File: config.mk
export PLATFORM = sky130hd
export DESIGN_NAME = sqrt_lane_unit
export DESIGN_NICKNAME = d
export VERILOG_FILES = /design/src/rtl/sqrt_pkg.sv /design/src/rtl/sqrt_classify.sv /design/src/rtl/sqrt_root_core.sv /design/src/rtl/sqrt_rounder.sv /design/src/rtl/sqrt_lane_unit.sv
export SDC_FILE = /design/constraint.sdc
export NUM_CORES = 1
export LEC_CHECK = 0
export BUFFER_PORTS_ARGS = -buffer_cell sky130_fd_sc_hd__buf_2
export CORE_ASPECT_RATIO = 1.5
export CORE_UTILIZATION = 47
export DETAILED_ROUTE_END_ITERATION = 8
export PLACE_DENSITY = 0.71
export SETUP_SLACK_MARGIN = 0.05
export SYNTH_ARGS = -nofsm -noshare
export SYNTH_HDL_FRONTEND = slang
export SYNTH_SLANG_ARGS = --single-unit
File: constraint.sdc
create_clock -name clk -period 7.6 [get_ports clk]
set_input_delay 0.38 -clock clk [delete_from_list [all_inputs] [get_ports clk]]
set_output_delay 0.38 -clock clk [all_outputs]
set_load 0.005 [all_outputs]
File: src/rtl/sqrt_pkg.sv
package sqrt_pkg;
    localparam int EXP_W    = 8;
    localparam int MAN_W    = 23;
    localparam int FP_W     = EXP_W + MAN_W + 1;
    localparam int EXP_BIAS = 127;
    localparam int ROOT_W   = MAN_W + 2;
    localparam int RAD_W    = 2 * ROOT_W;
    localparam logic [FP_W-1:0] QNAN_DEFAULT = 32'hFFC0_0000;

    typedef enum logic [2:0] {
        ST_IDLE, ST_CLASSIFY, ST_ITER, ST_ROUND, ST_FINISH
    } state_t;

    typedef enum logic [1:0] {
        RM_NEAR = 2'b00, RM_ZERO = 2'b01, RM_UP = 2'b10, RM_DOWN = 2'b11
    } rmode_t;
endpackage

File: src/rtl/sqrt_classify.sv
module sqrt_classify
    import sqrt_pkg::*;
(
    input  logic [FP_W-1:0]  op_i,
    output logic             special_o,
    output logic [FP_W-1:0]  special_val_o,
    output logic             invalid_o,
    output logic             denorm_o,
    output logic [RAD_W-1:0] radicand_o,
    output logic [EXP_W-1:0] res_exp_o
);
    localparam logic signed [9:0] SUB_OFF = 10'(EXP_BIAS + MAN_W - 1);
    localparam logic signed [9:0] BIAS10  = 10'(EXP_BIAS);

    logic              sgn;
    logic [EXP_W-1:0]  ex;
    logic [MAN_W-1:0]  fr;
    logic [4:0]        msb;
    logic [MAN_W:0]    sig;
    logic [ROOT_W-1:0] sig_x;
    logic signed [9:0] unb, unb_e;

    always_comb begin
        sgn = op_i[FP_W-1];
        ex  = op_i[FP_W-2:MAN_W];
        fr  = op_i[MAN_W-1:0];
        msb = '0;
        for (int i = 0; i < MAN_W; i++)
            if (fr[i]) msb = 5'(i);

        denorm_o      = (ex == '0) && (fr != '0);
        special_o     = 1'b0;
        special_val_o = op_i;
        invalid_o     = 1'b0;
        if (ex == '1 && fr != '0) begin
            special_o     = 1'b1;
            special_val_o = {op_i[FP_W-1:MAN_W], 1'b1, op_i[MAN_W-2:0]};
            invalid_o     = ~fr[MAN_W-1];
        end else if (ex == '0 && fr == '0) begin
            special_o = 1'b1;
        end else if (sgn) begin
            special_o     = 1'b1;
            special_val_o = QNAN_DEFAULT;
            invalid_o     = 1'b1;
        end else if (ex == '1) begin
            special_o = 1'b1;
        end

        if (ex == '0) begin
            sig = {1'b0, fr} << (5'(MAN_W) - msb);
            unb = $signed({5'b0, msb}) - SUB_OFF;
        end else begin
            sig = {1'b1, fr};
            unb = $signed({2'b0, ex}) - BIAS10;
        end
        if (unb[0]) begin
            sig_x = {sig, 1'b0};
            unb_e = unb - 10'sd1;
        end else begin
            sig_x = {1'b0, sig};
            unb_e = unb;
        end
        radicand_o = {sig_x, {ROOT_W{1'b0}}};
        res_exp_o  = EXP_W'((unb_e + (BIAS10 <<< 1)) >>> 1);
    end
endmodule

File: src/rtl/sqrt_root_core.sv
module sqrt_root_core #(
    parameter int ROOT_W = 25
) (
    input  logic                  clk,
    input  logic                  rst_n,
    input  logic                  load_i,
    input  logic                  step_i,
    input  logic [2*ROOT_W-1:0]   rad_i,
    output logic [ROOT_W-1:0]     root_o,
    output logic                  rem_nz_o
);
    localparam int RAD_W = 2 * ROOT_W;
    localparam int RW    = ROOT_W + 3;

    logic [RAD_W-1:0]  rad_q;
    logic [RW-1:0]     rem_q, rem_sh, trial;
    logic [ROOT_W-1:0] root_q;
    logic              ge;

    always_comb begin
        rem_sh = {rem_q[RW-3:0], rad_q[RAD_W-1 -: 2]};
        trial  = {1'b0, root_q, 2'b01};
        ge     = (rem_sh >= trial);
    end

    always_ff @(posedge clk) begin
        if (!rst_n) begin
            rad_q  <= '0;
            rem_q  <= '0;
            root_q <= '0;
        end else if (load_i) begin
            rad_q  <= rad_i;
            rem_q  <= '0;
            root_q <= '0;
        end else if (step_i) begin
            rad_q  <= rad_q << 2;
            rem_q  <= ge ? (rem_sh - trial) : rem_sh;
            root_q <= {root_q[ROOT_W-2:0], ge};
        end
    end

    assign root_o   = root_q;
    assign rem_nz_o = |rem_q;
endmodule

File: src/rtl/sqrt_rounder.sv
module sqrt_rounder
    import sqrt_pkg::*;
(
    input  logic [ROOT_W-1:0] q_i,
    input  logic              sticky_i,
    input  logic [EXP_W-1:0]  exp_i,
    input  rmode_t            rm_i,
    output logic [FP_W-1:0]   result_o,
    output logic              inexact_o
);
    logic [MAN_W:0] mant;
    logic           guard, inc, carry;

    always_comb begin
        mant  = q_i[ROOT_W-1:1];
        guard = q_i[0];
        unique case (rm_i)
            RM_NEAR: inc = guard & (sticky_i | mant[0]);
            RM_UP:   inc = guard | sticky_i;
            default: inc = 1'b0;
        endcase
        carry     = (&mant) & inc;
        result_o  = {1'b0, exp_i + EXP_W'(carry), mant[MAN_W-1:0] + MAN_W'(inc)};
        inexact_o = guard | sticky_i;
    end
endmodule

File: src/rtl/sqrt_lane_unit.sv
module sqrt_lane_unit
    import sqrt_pkg::*;
#(
    parameter int REG_W  = 256,
    parameter int VEC_W  = 128,
    parameter int LANE_W = 32
) (
    input  logic                    clk,
    input  logic                    rst_n,
    input  logic                    start_i,
    input  logic                    mode_i,
    input  logic [REG_W-1:LANE_W]   old_dst_i,
    input  logic [VEC_W-1:LANE_W]   src1_i,
    input  logic [LANE_W-1:0]       src2_i,
    input  logic [1:0]              rmode_i,
    output logic                    done_o,
    output logic [REG_W-1:0]        result_o,
    output logic [2:0]              flags_o
);
    localparam int UP_W   = REG_W - LANE_W;
    localparam int ZERO_W = REG_W - VEC_W;
    localparam int CNT_W  = $clog2(ROOT_W);

    state_t             state, nxt;
    logic [LANE_W-1:0]  op_q;
    rmode_t             rm_q;
    logic               mode_q;
    logic [UP_W-1:0]    upper_q, upper_merged;
    logic [EXP_W-1:0]   exp_q;
    logic               den_q;
    logic [CNT_W-1:0]   cnt;

    logic               is_special, c_invalid, c_denorm;
    logic [FP_W-1:0]    special_val, rnd_val;
    logic [RAD_W-1:0]   radicand;
    logic [EXP_W-1:0]   c_exp;
    logic [ROOT_W-1:0]  root;
    logic               rem_nz, r_inexact;

    generate
        if (ZERO_W > 0) begin : g_zero_top
            assign upper_merged = mode_i ? {{ZERO_W{1'b0}}, src1_i} : old_dst_i;
        end else begin : g_no_top
            assign upper_merged = mode_i ? src1_i : old_dst_i;
        end
    endgenerate

    sqrt_classify u_class (
        .op_i(op_q), .special_o(is_special), .special_val_o(special_val),
        .invalid_o(c_invalid), .denorm_o(c_denorm),
        .radicand_o(radicand), .res_exp_o(c_exp)
    );

    sqrt_root_core #(.ROOT_W(ROOT_W)) u_core (
        .clk(clk), .rst_n(rst_n),
        .load_i(state == ST_CLASSIFY), .step_i(state == ST_ITER),
        .rad_i(radicand), .root_o(root), .rem_nz_o(rem_nz)
    );

    sqrt_rounder u_round (
        .q_i(root), .sticky_i(rem_nz), .exp_i(exp_q), .rm_i(rm_q),
        .result_o(rnd_val), .inexact_o(r_inexact)
    );

    always_comb begin
        nxt = state;
        unique case (state)
            ST_IDLE:     if (start_i) nxt = ST_CLASSIFY;
            ST_CLASSIFY: nxt = is_special ? ST_FINISH : ST_ITER;
            ST_ITER:     if (cnt == CNT_W'(ROOT_W - 1)) nxt = ST_ROUND;
            ST_ROUND:    nxt = ST_FINISH;
            ST_FINISH:   nxt = ST_IDLE;
            default:     nxt = ST_IDLE;
        endcase
    end

    always_ff @(posedge clk) begin
        if (!rst_n) state <= ST_IDLE;
        else        state <= nxt;
    end

    always_ff @(posedge clk) begin
        if (!rst_n) begin
            done_o   <= 1'b0;
            result_o <= '0;
            flags_o  <= '0;
            op_q     <= '0;
            rm_q     <= RM_NEAR;
            mode_q   <= 1'b0;
            upper_q  <= '0;
            exp_q    <= '0;
            den_q    <= 1'b0;
            cnt      <= '0;
        end else begin
            done_o <= (nxt == ST_FINISH);
            unique case (state)
                ST_IDLE: if (start_i) begin
                    op_q    <= src2_i;
                    rm_q    <= rmode_t'(rmode_i);
                    mode_q  <= mode_i;
                    upper_q <= upper_merged;
                end
                ST_CLASSIFY: begin
                    cnt   <= '0;
                    exp_q <= c_exp;
                    den_q <= c_denorm;
                    if (is_special) begin
                        result_o <= {upper_q, special_val};
                        flags_o  <= {c_denorm, 1'b0, c_invalid};
                    end
                end
                ST_ITER:  cnt <= cnt + 1'b1;
                ST_ROUND: begin
                    result_o <= {upper_q, rnd_val};
                    flags_o  <= {den_q, r_inexact, 1'b0};
                end
                default: ;
            endcase
        end
    end
endmodule

**Yosys cells after proc, flatten, opt, wreduce, memory -nomap -nowiden**

Index checks and enable logic that the tools add are counted.

- Register bits after elaboration: 613
- Input bits: 358
- Output and inout port bits: 260
- Logic and storage cells: 103

- Add/subtract/negate cells: 9
- Order comparisons: 1
- Eq/ne operators: 8
- Shift operators: 1
- Mux-type cells: 50
- Bitwise logic cells: 6
- Reductions and logical operators: 15

Operator list:

| kind | number |
|---|---|
| $pmux 256 s2 | 1 |
| $mux 256 | 1 |
| $mux 224 | 1 |
| $mux 5 | 21 |
| $mux 50 | 2 |
| $mux 32 | 3 |
| $ge 28x27->1 | 1 |
| $mux 28 | 1 |
| $reduce_or 28->1 | 1 |
| $sub 28x27->28 | 1 |
| $mux 25 | 1 |
| $mux 24 | 1 |
| $reduce_and 24->1 | 1 |
| $shl 23x5->24 | 1 |
| $add 23x1->23 | 1 |
| $logic_not 23->1 | 1 |
| $reduce_bool 23->1 | 1 |
| $mux 9 | 2 |
| $mux 3 | 4 |
| $pmux 3 s4 | 1 |
| $pmux 5 s2 | 1 |
| $add 9x9->9 const B | 1 |
| $sub 5x8->9 const B | 1 |
| $sub 8x7->9 const B | 1 |
| 24 further kinds | 39 |

**Longest topological paths before layout**

Gate-level depths: netlist of the first run.

- Depth in word-level cells: 27
- Mapped depth: 16
- Depth with buffers taken out: 15

**Hierarchy**

A second synthesis of the first run with hierarchy kept.

- Cell total of the unflattened synthesis: 3773
- Area total of the unflattened synthesis: 30686.9 µm²

By module, submodules not included:

| module | instances | cells each | area each (µm²) | sequential area each (µm²) |
|---|---|---|---|---|
| sqrt_lane_unit | 1 | 2455 | 20872.5 | 10710.3 |
| sqrt_root_core | 1 | 729 | 5997.0 | 2062.0 |
| sqrt_classify | 1 | 506 | 3208.1 | 0.0 |
| sqrt_rounder | 1 | 83 | 609.3 | 0.0 |

**Worst setup path before layout of the first run**

Ideal clock, no wire load.

- Path type: register to register
- Start point: reg op_q[16]
- End point: reg exp_q[6]
- Library setup time: 70 ps
- Data arrival time: 3395 ps
- Required time: 7530 ps
- Slack: 4135 ps
- Cell stages (with the launch flop): 17
- Path buffers: 3
- Clock period less this slack: 3465 ps
- Cells stage by stage: dfxtp_1 -> buf_4 -> inv_2 -> a2111o_1 -> o311a_1 -> o21a_1 -> buf_6 -> inv_6 -> buf_6 -> ha_1 -> xnor2_1 -> a21oi_1 -> ha_1 -> o2111ai_1 -> or4_1 -> xor2_1 -> a21oi_1

- Cells in the longest elaborated chain, start to end: 12

RTL lines:

| item | line | RTL |
|---|---|---|
| start, declared | sqrt_lane_unit.sv:25 | `logic [LANE_W-1:0] op_q;` |
| start signal, assigned | sqrt_lane_unit.sv:98 | `op_q <= src2_i;` |
| $mux 5 * (7 in series) | sqrt_classify.sv:29 | `if (fr[i]) msb = 5'(i);` |
| $sub 5x8->9 * | sqrt_classify.sv:51 | `unb = $signed({5'b0, msb}) - SUB_OFF;` |
| $mux 9 * | sqrt_classify.sv:49 | `if (ex == '0) begin` |
| $sub 9x2->9 | sqrt_classify.sv:58 | `unb_e = unb - 10'sd1;` |
| $mux 9 * | sqrt_classify.sv:56 | `if (unb[0]) begin` |
| $add 9x9->9 * | sqrt_classify.sv:64 | `res_exp_o = EXP_W'((unb_e + (BIAS10 <<< 1)) >>> 1);` |
| end signal, assigned | sqrt_lane_unit.sv:105 | `exp_q <= c_exp;` |
| end, declared | sqrt_lane_unit.sv:29 | `logic [EXP_W-1:0] exp_q;` |

Every way passes the cells marked *; elsewhere a longest branch is shown, timed or not.
A chain may end at the register's enable or synchronous reset.

**Worst setup path in the final report of the first run**

- Start point: reg op_q[2]
- End point: reg exp_q[6]

- Cells in the longest elaborated chain, start to end: 26

RTL lines:

| item | line |
|---|---|
| $mux 5 * (21 in series) | sqrt_classify.sv:29 |
| $sub 5x8->9 * | sqrt_classify.sv:51 |
| $mux 9 * | sqrt_classify.sv:49 |
| $sub 9x2->9 | sqrt_classify.sv:58 |
| $mux 9 * | sqrt_classify.sv:56 |
| $add 9x9->9 * | sqrt_classify.sv:64 |

Marked as above.

==> run_results.csv, run 1 <==
group,metric,value,unit
routing,avgViaCountPerCell,5.625,
timing,rsz0062_at_grt,"false",
place,dp_hpwl,65560,um
cts,cts_sinks,613,
finish,design_area,0.03366,mm^2
finish,nets,4339,
cts,cts-root-buf,"clkbuf_16",
timing,period_needed,4.742,ns
worst_setup_path,cp_data_required_time,8.17,ns
finish,area_growth,21.95,%
cts,clock_latency,0.64,ns
grt,grt_antenna_before_repair,28,
cts,cts_tree,"done",
logic_synthesis,synth-edff-count,0,
worst_setup_path,crit_path_end_kind,"flip-flop",
logic_synthesis,synth_cell_types,91,
cts,postCtsSetupBuffers,0,
cts,cts_buffers,57,
grt,grt_max_degree,208,
logic_synthesis,yosysTopAreaCellShare,44.46,%
routing,met3WireLength,7527,um
timing,setup_tns,0,ns
worst_setup_path,startpoint,"op_q[2]",
grt,grt_pass1_wl,143400,um
power_and_ir_drop,cellLeakagePower,13.47,nW
cts,clk_path_buf_depth,3,
timing,finClkSkew,0.03539,ns
worst_setup_path,rrSetupSlack,2.86,ns
status,outcome,"completed",
worst_setup_path,r2r_cells,13,
routing,via_count,26865,
grt,grt_usage,30.67,%
power_and_ir_drop,power_switching,0.002605,W
hold_path,hold_start,"old_dst_i[205]",
routing,top_layer_used,"met5",
place,gp_congestion,0.9389,
finish,layout_commonest_cell,"nand2_1",
die,die_h,298.8,um
logic_synthesis,synth_ff_type,"dfxtp_1",
finish,drive_gt1_share,19.76,%
die,start_util,47.61,%
hold_path,hold_class,"in2reg",
die,num_rows,108,
routing,postRouteAntennaNets,0,
finish,layout_common_cells,"818 x nand2_1, 616 x buf_2, 613 x dfxtp_1",
power_and_ir_drop,seq_power_share,41.8,%
die,die-width,199.9,um
power_and_ir_drop,pwr-share-comb,22.6,%
die,core-area,0.05797,mm^2
timing,fin_crit_sh,62.39,%
logic_synthesis,ys_ff_latch,613,
cts,cts.htree.levels,2,
worst_setup_path,path_max_fanout,21,
place,place_area,0.03078,mm^2
flow_run,max-cap-violations,0,
timing,fmax,0.2109,GHz
routing,drt_wl_total,95850,um
finish,fin_util,58.06,%
die,die_area,0.05971,mm^2
power_and_ir_drop,p_int,0.005780,W
timing,setup_viol,0,
routing,avgRoutedWirePerCell,20.07,um
worst_setup_path,cp-start-kind,"flip-flop",
logic_synthesis,ys_async_sr_fraction,0,%
logic_synthesis,synth_area,0.02760,mm^2
cts,postCtsResizedCells,0,
finish,fillers,5345,
logic_synthesis,ys_seq_area_share,44.46,%
logic_synthesis,synthCells,3432,
cts,clk_pin_slew,0.07,ns
routing,first_pass_iters,5,
logic_synthesis,syn_avg_cell_area,8.042,um^2
grt,overflow,0,
timing,tightest_slew,1.138,ns
worst_setup_path,crit_arrival,5.31,ns
routing,drc_errors,0,
grt,grt_pass1_vias,25029,
hold_path,hold_path_depth,3,
routing,drt-met1-wl,37550,um
place,portBuffers,617,
power_and_ir_drop,p_per_area,249.2,mW/mm^2
routing,dr.first_iter.drc_count,2178,
power_and_ir_drop,vdd_drop_max,0.3188,mV
logic_synthesis,yosys_warnings,0,
logic_synthesis,synth_largest_area_cell,"dfxtp_1",
cts,ctsHoldBuffers,88,
timing,hold_violations,0,
die,ios,618,
power_and_ir_drop,switching_share,31.07,%
worst_setup_path,r2r_start,"op_q[2]",
logic_synthesis,synthTopCellsByArea,"dfxtp_1 44%, nand2_1 11%, a21oi_1 9.0%",
power_and_ir_drop,pwr-share-clk,35.6,%
worst_setup_path,critPathKind,"reg2reg",
timing,slew_viol_final,0,
timing,relSlewSlack,23.93,%
routing,wl_met2,45310,um
logic_synthesis,syn-num-nets,3829,
layer usage:
metal,up-vias,global-route usage (%)
met2,1097,50.45
met3,287,6.737
met4,20,17.07
met1,12563,36.71
met5,-,0
li1,12898,-
cell families (layout without fill, tap and decap cells):
logic type,Yosys count,in the layout,share of synthesized area [%]
simple gates,1352,1352,21.62
compound gates,869,869,19.30
flops,613,613,44.46
buf+inv,339,894,5.105
mux,161,161,5.875
xor+xnor,59,59,1.872
fa+ha+maj,39,39,1.768
other cells,0,19,0
registers in the layout (all words and copies together) (netlist names), 2 cells and up:
name and count:
exp_q 8, upper_q 224, flags_o 3, u_core.root_o 25
u_core.rad_q 25, state 3, op_q 32, result_o 256
rm_q 2, u_core.rem_q 28, cnt 5
through the flow:
| stage | worst slack (ns) | total power (W) | cells | hold slack (ns) |
|---|---|---|---|---|
| 2_1_floorplan | 4.135 | 0.004893 | 3432 | 0.4223 |
| 3_3_place_gp | 3.021 | 0.005385 | 4565 | 0.4341 |
| 3_5_place_dp | 2.982 | 0.005394 | 4565 | 0.4401 |
| 4_1_cts | 2.973 | 0.008406 | 4757 | 0.0007644 |
| 5_1_grt | 2.515 | 0.008754 | 4775 | 0.01077 |
| 6_report | 2.858 | 0.008386 | 4776 | 0.02810 |
worst max-delay path, stage by stage, from the launching register on:
cell       delay [ns]
dfxtp_1          0.56
nor2_1           0.17
o311ai_1         0.40
a21boi_2         0.13
nor2_2           0.68
inv_1            0.67
ha_1             0.44
xnor2_1          0.14
a21oi_1          0.20
ha_1             0.23
o2111ai_1        0.16
or4_1            0.58
xor2_1           0.18
a21oi_1          0.14
power groups by stage:
stage	clock, W	sequential [W]	combinational, W
finish	0.00298	0.00351	0.00189
global route	0.00316	0.00352	0.00207
CTS	0.00303	0.00350	0.00187
detailed placement	0	0.00357	0.00182
global placement	0	0.00357	0.00182
floorplan	0	0.00352	0.00138
final timing paths:
| check | end |
|---|---|
| min reg2reg | result_o[240] |
| max reg2reg | exp_q[6] |
| min | upper_q[173] |
| max | exp_q[6] |
Yosys cell counts, drive strengths merged (4+ instances only):
library cell and number:
o22ai 9, o21ai 51, a21boi 4, and3 14, nor2 230, a31oi 11, or3 7, buf 68
nor3 37, a311oi 6, mux2 5, ha 39, xnor2 49, and2 8, a21o 7, a211oi 140
o211ai 20, a221oi 24, o221ai 8, a22oi 18, dfxtp 613, clkbuf 219, nand3b 132, mux2i 156
nor2b 7, or2 9, o2bb2ai 4, nor4 17, nand2 819, nand2b 10, o21a 14, a21oi 501
o31a 5, xor2 10, inv 52, nand4 15, nand3 35, o2111ai 6
layout make-up:
| class | instances | area, um^2 | share of cell area (%) |
|---|---|---|---|
| Sequential cell | 613 | 12270 | 36.46 |
| Tap cell | 770 | 963.4 | 2.863 |
| Inverter | 52 | 207.7 | 0.6171 |
| Multi-Input combinational cell | 2480 | 13950 | 41.46 |
| Timing Repair Buffer | 738 | 4263 | 12.67 |
| Antenna cell | 19 | 47.55 | 0.1413 |
| Clock inverter | 26 | 322.8 | 0.9591 |
| Clock buffer | 78 | 1625 | 4.829 |
Power figures use the tool's default switching activity.
==> run 2: changes to the inputs <==
- ABC_AREA: unset -> 1
- CORE_ASPECT_RATIO: 1.5 -> unset
- clock period: 7.6 -> 4.76 ns (I/O delays scaled with it)
==> run_results.csv, run 2 <==
group,metric,value,unit
routing,first_pass_iters,8,
worst_setup_path,rrSetupSlack,0.96,ns
worst_setup_path,crit_path_end_kind,"flip-flop",
timing,setup_viol,0,
place,portBuffers,617,
hold_path,hold_path_depth,3,
finish,largest_reg_flops,256,
cts,clock_latency,0.62,ns
cts,postCtsSetupBuffers,0,
cts,clk_pin_slew,0.06,ns
logic_synthesis,syn_avg_cell_area,7.161,um^2
cts,cts-root-buf,"clkbuf_16",
place,gp_congestion,1.015,
finish,drive_gt1_share,17.58,%
flow_run,max-cap-violations,0,
logic_synthesis,syn-num-nets,4122,
grt,grt_max_degree,202,
cts,cts.htree.levels,3,
finish,fin_util,64.36,%
grt,grt_pass1_vias,27713,
routing,drt_wl_total,101400,um
power_and_ir_drop,pwr-share-comb,24.0,%
grt,grt_pass1_wl,154900,um
grt,grt_usage,34.06,%
die,die_h,240.2,um
finish,top_regs,"result_o: 256 flops, upper_q: 224 flops, op_q: 32 flops",
cts,ctsHoldBuffers,347,
timing,period_needed,3.804,ns
place,dp_hpwl,65040,um
hold_path,hold_class,"in2reg",
power_and_ir_drop,seq_power_share,39.8,%
finish,design_area,0.03581,mm^2
logic_synthesis,synth_most_common_cell,"nand2_1",
logic_synthesis,synth_cell_types,52,
worst_setup_path,r2r_start,"u_core.root_o[1]",
timing,fin_crit_sh,79.92,%
grt,overflow,0,
finish,register_area,0.01227,mm^2
timing,fmax,0.2629,GHz
finish,fillers,4786,
logic_synthesis,synthTopCellsByArea,"dfxtp_1 46%, nand2_1 9.7%, o21ai_0 9.4%",
cts,clk_path_buf_depth,3,
power_and_ir_drop,switching_share,32.08,%
cts,cts_sinks,613,
die,start_util,47.95,%
logic_synthesis,synth-edff-count,0,
die,num_rows,86,
logic_synthesis,synth_area,0.02667,mm^2
die,die_area,0.05771,mm^2
logic_synthesis,synth_ff_type,"dfxtp_1",
routing,postRouteAntennaNets,0,
finish,layout_common_cells,"689 x nand2_1, 615 x buf_2, 613 x dfxtp_1",
status,outcome,"complete, but fails checks",
die,ios,618,
finish,top_register,"result_o",
finish,layout_commonest_cell,"nand2_1",
power_and_ir_drop,p_int,0.009783,W
power_and_ir_drop,vdd_drop_max,0.3072,mV
place,place_area,0.03008,mm^2
routing,avgViaCountPerCell,5.533,
grt,grt_antenna_before_repair,27,
worst_setup_path,cp-start-kind,"flip-flop",
routing,drc_errors,1,
finish,multi_input_area,0.01261,mm^2
routing,via_count,29625,
cts,cts_buffers,67,
power_and_ir_drop,p_per_area,402.3,mW/mm^2
timing,finClkSkew,0.01992,ns
logic_synthesis,synth_largest_area_cell,"dfxtp_1",
die,die-width,240.2,um
logic_synthesis,yosys_warnings,0,
power_and_ir_drop,power_switching,0.004620,W
worst_setup_path,cp-endpoint,"u_core.rem_q[24]",
timing,tightest_slew,1.079,ns
timing,hold_violations,0,
timing,setup_tns,0,ns
cts,cts_tree,"done",
power_and_ir_drop,pwr-share-clk,36.2,%
worst_setup_path,r2r_cells,22,
die,core-area,0.05563,mm^2
worst_setup_path,startpoint,"u_core.root_o[1]",
finish,area_growth,34.23,%
timing,rsz0062_at_grt,"false",
logic_synthesis,ys_async_sr_fraction,0,%
power_and_ir_drop,cellLeakagePower,15.85,nW
routing,avgRoutedWirePerCell,18.93,um
routing,dr.first_iter.drc_count,2900,
worst_setup_path,worst_r2r_endpoint,"u_core.rem_q[24]",
worst_setup_path,critPathKind,"reg2reg",
finish,nets,4929,
timing,relSlewSlack,27.98,%
logic_synthesis,ys_ff_latch,613,
status,violations,"design-rule violations",
logic_synthesis,ys_seq_area_share,46.01,%
logic_synthesis,netlist_top_cells_count,"689 x nand2_1, 613 x dfxtp_1, 535 x nor2_1",
cts,postCtsResizedCells,0,
worst_setup_path,crit_arrival,4.35,ns
logic_synthesis,synthCells,3725,
timing,slew_viol_final,0,
worst_setup_path,path_max_fanout,15,
worst_setup_path,cp_data_required_time,5.31,ns
logic_synthesis,yosysTopAreaCellShare,46.01,%
## run 2: final cells by class
class	count	share of cell area, %
diodes	26	0.1817
clock buffers	95	5.427
clock inverters	22	0.6954
inverters	195	2.114
multi-input cells	2649	35.21
flip-flops and latches	613	34.27
well taps	748	2.614
repair buffers	1006	19.48
## run 2: power groups by stage
stage	Sequential [W]	Combinational, W	Clock [W]
2_1_floorplan	0.00579	0.00209	0
4_1_cts	0.00572	0.00336	0.00524
3_3_place_gp	0.00581	0.00304	0
5_1_grt	0.00577	0.00379	0.00547
3_5_place_dp	0.00582	0.00305	0
6_report	0.00573	0.00346	0.00522
## run 2: routing by layer
metal	share of wire (%)	global-route usage, %	up-vias
met5	0.063	0	-
met2	45	53.51	1446
met1	40	42.33	13711
met3	8.6	8.496	378
li1	-	-	14080
met4	6.0	19.71	10
## run 2: stage by stage
stage	hold slack [ns]	setup WS [ns]	power, W	instances
after floorplan	0.3989	1.747	0.007879	3725
after global placement	0.4433	1.081	0.008858	4864
after detailed placement	0.4520	1.066	0.008873	4864
after CTS	0.01996	1.027	0.01432	5328
after global routing	0.05983	0.5424	0.01504	5347
final	0.03732	0.9559	0.01440	5354
## run 2: worst min path at each step
stage,start,end,slack (ns)
final,old_dst_i[255],upper_q[223],0.04
after global routing,src2_i[29],op_q[29],0.06
after CTS,old_dst_i[255],upper_q[223],0.02
after detailed placement,upper_q[182],upper_q[182],0.45
after global placement,den_q,den_q,0.44
after floorplan,old_dst_i[32],upper_q[0],0.40
## run 2: cell families (layout without fill, tap and decap cells)
| logic type | Yosys count | count (layout) | synth area share [%] |
|---|---|---|---|
| compound gates | 988 | 988 | 19.80 |
| other cells | 0 | 26 | 0 |
| simple gates | 1588 | 1588 | 24.40 |
| xor+xnor | 34 | 34 | 1.116 |
| fa+ha+maj | 39 | 39 | 1.829 |
| flops | 613 | 613 | 46.01 |
| buf+inv | 463 | 1318 | 6.848 |
## run 2: worst max-delay path, cell delays in order, from the launching register on
cell and delay, ns:
dfxtp_1 0.35, inv_1 0.10, ha_1 0.36, nand2_1 0.11, nor2_1 0.04, nor2_1 0.08
nand2_1 0.09, a31oi_1 0.15, nand2_1 0.11, a21boi_2 0.25, o21ai_2 0.12, a21oi_2 0.21
o21bai_2 0.10, a21oi_2 0.18, o21ai_2 0.09, nand2_1 0.08, nand2_2 0.19, nor2_2 0.58
buf_4 0.28, nand2_1 0.06, o211ai_1 0.09, nand2_1 0.06, inv_1 0.05
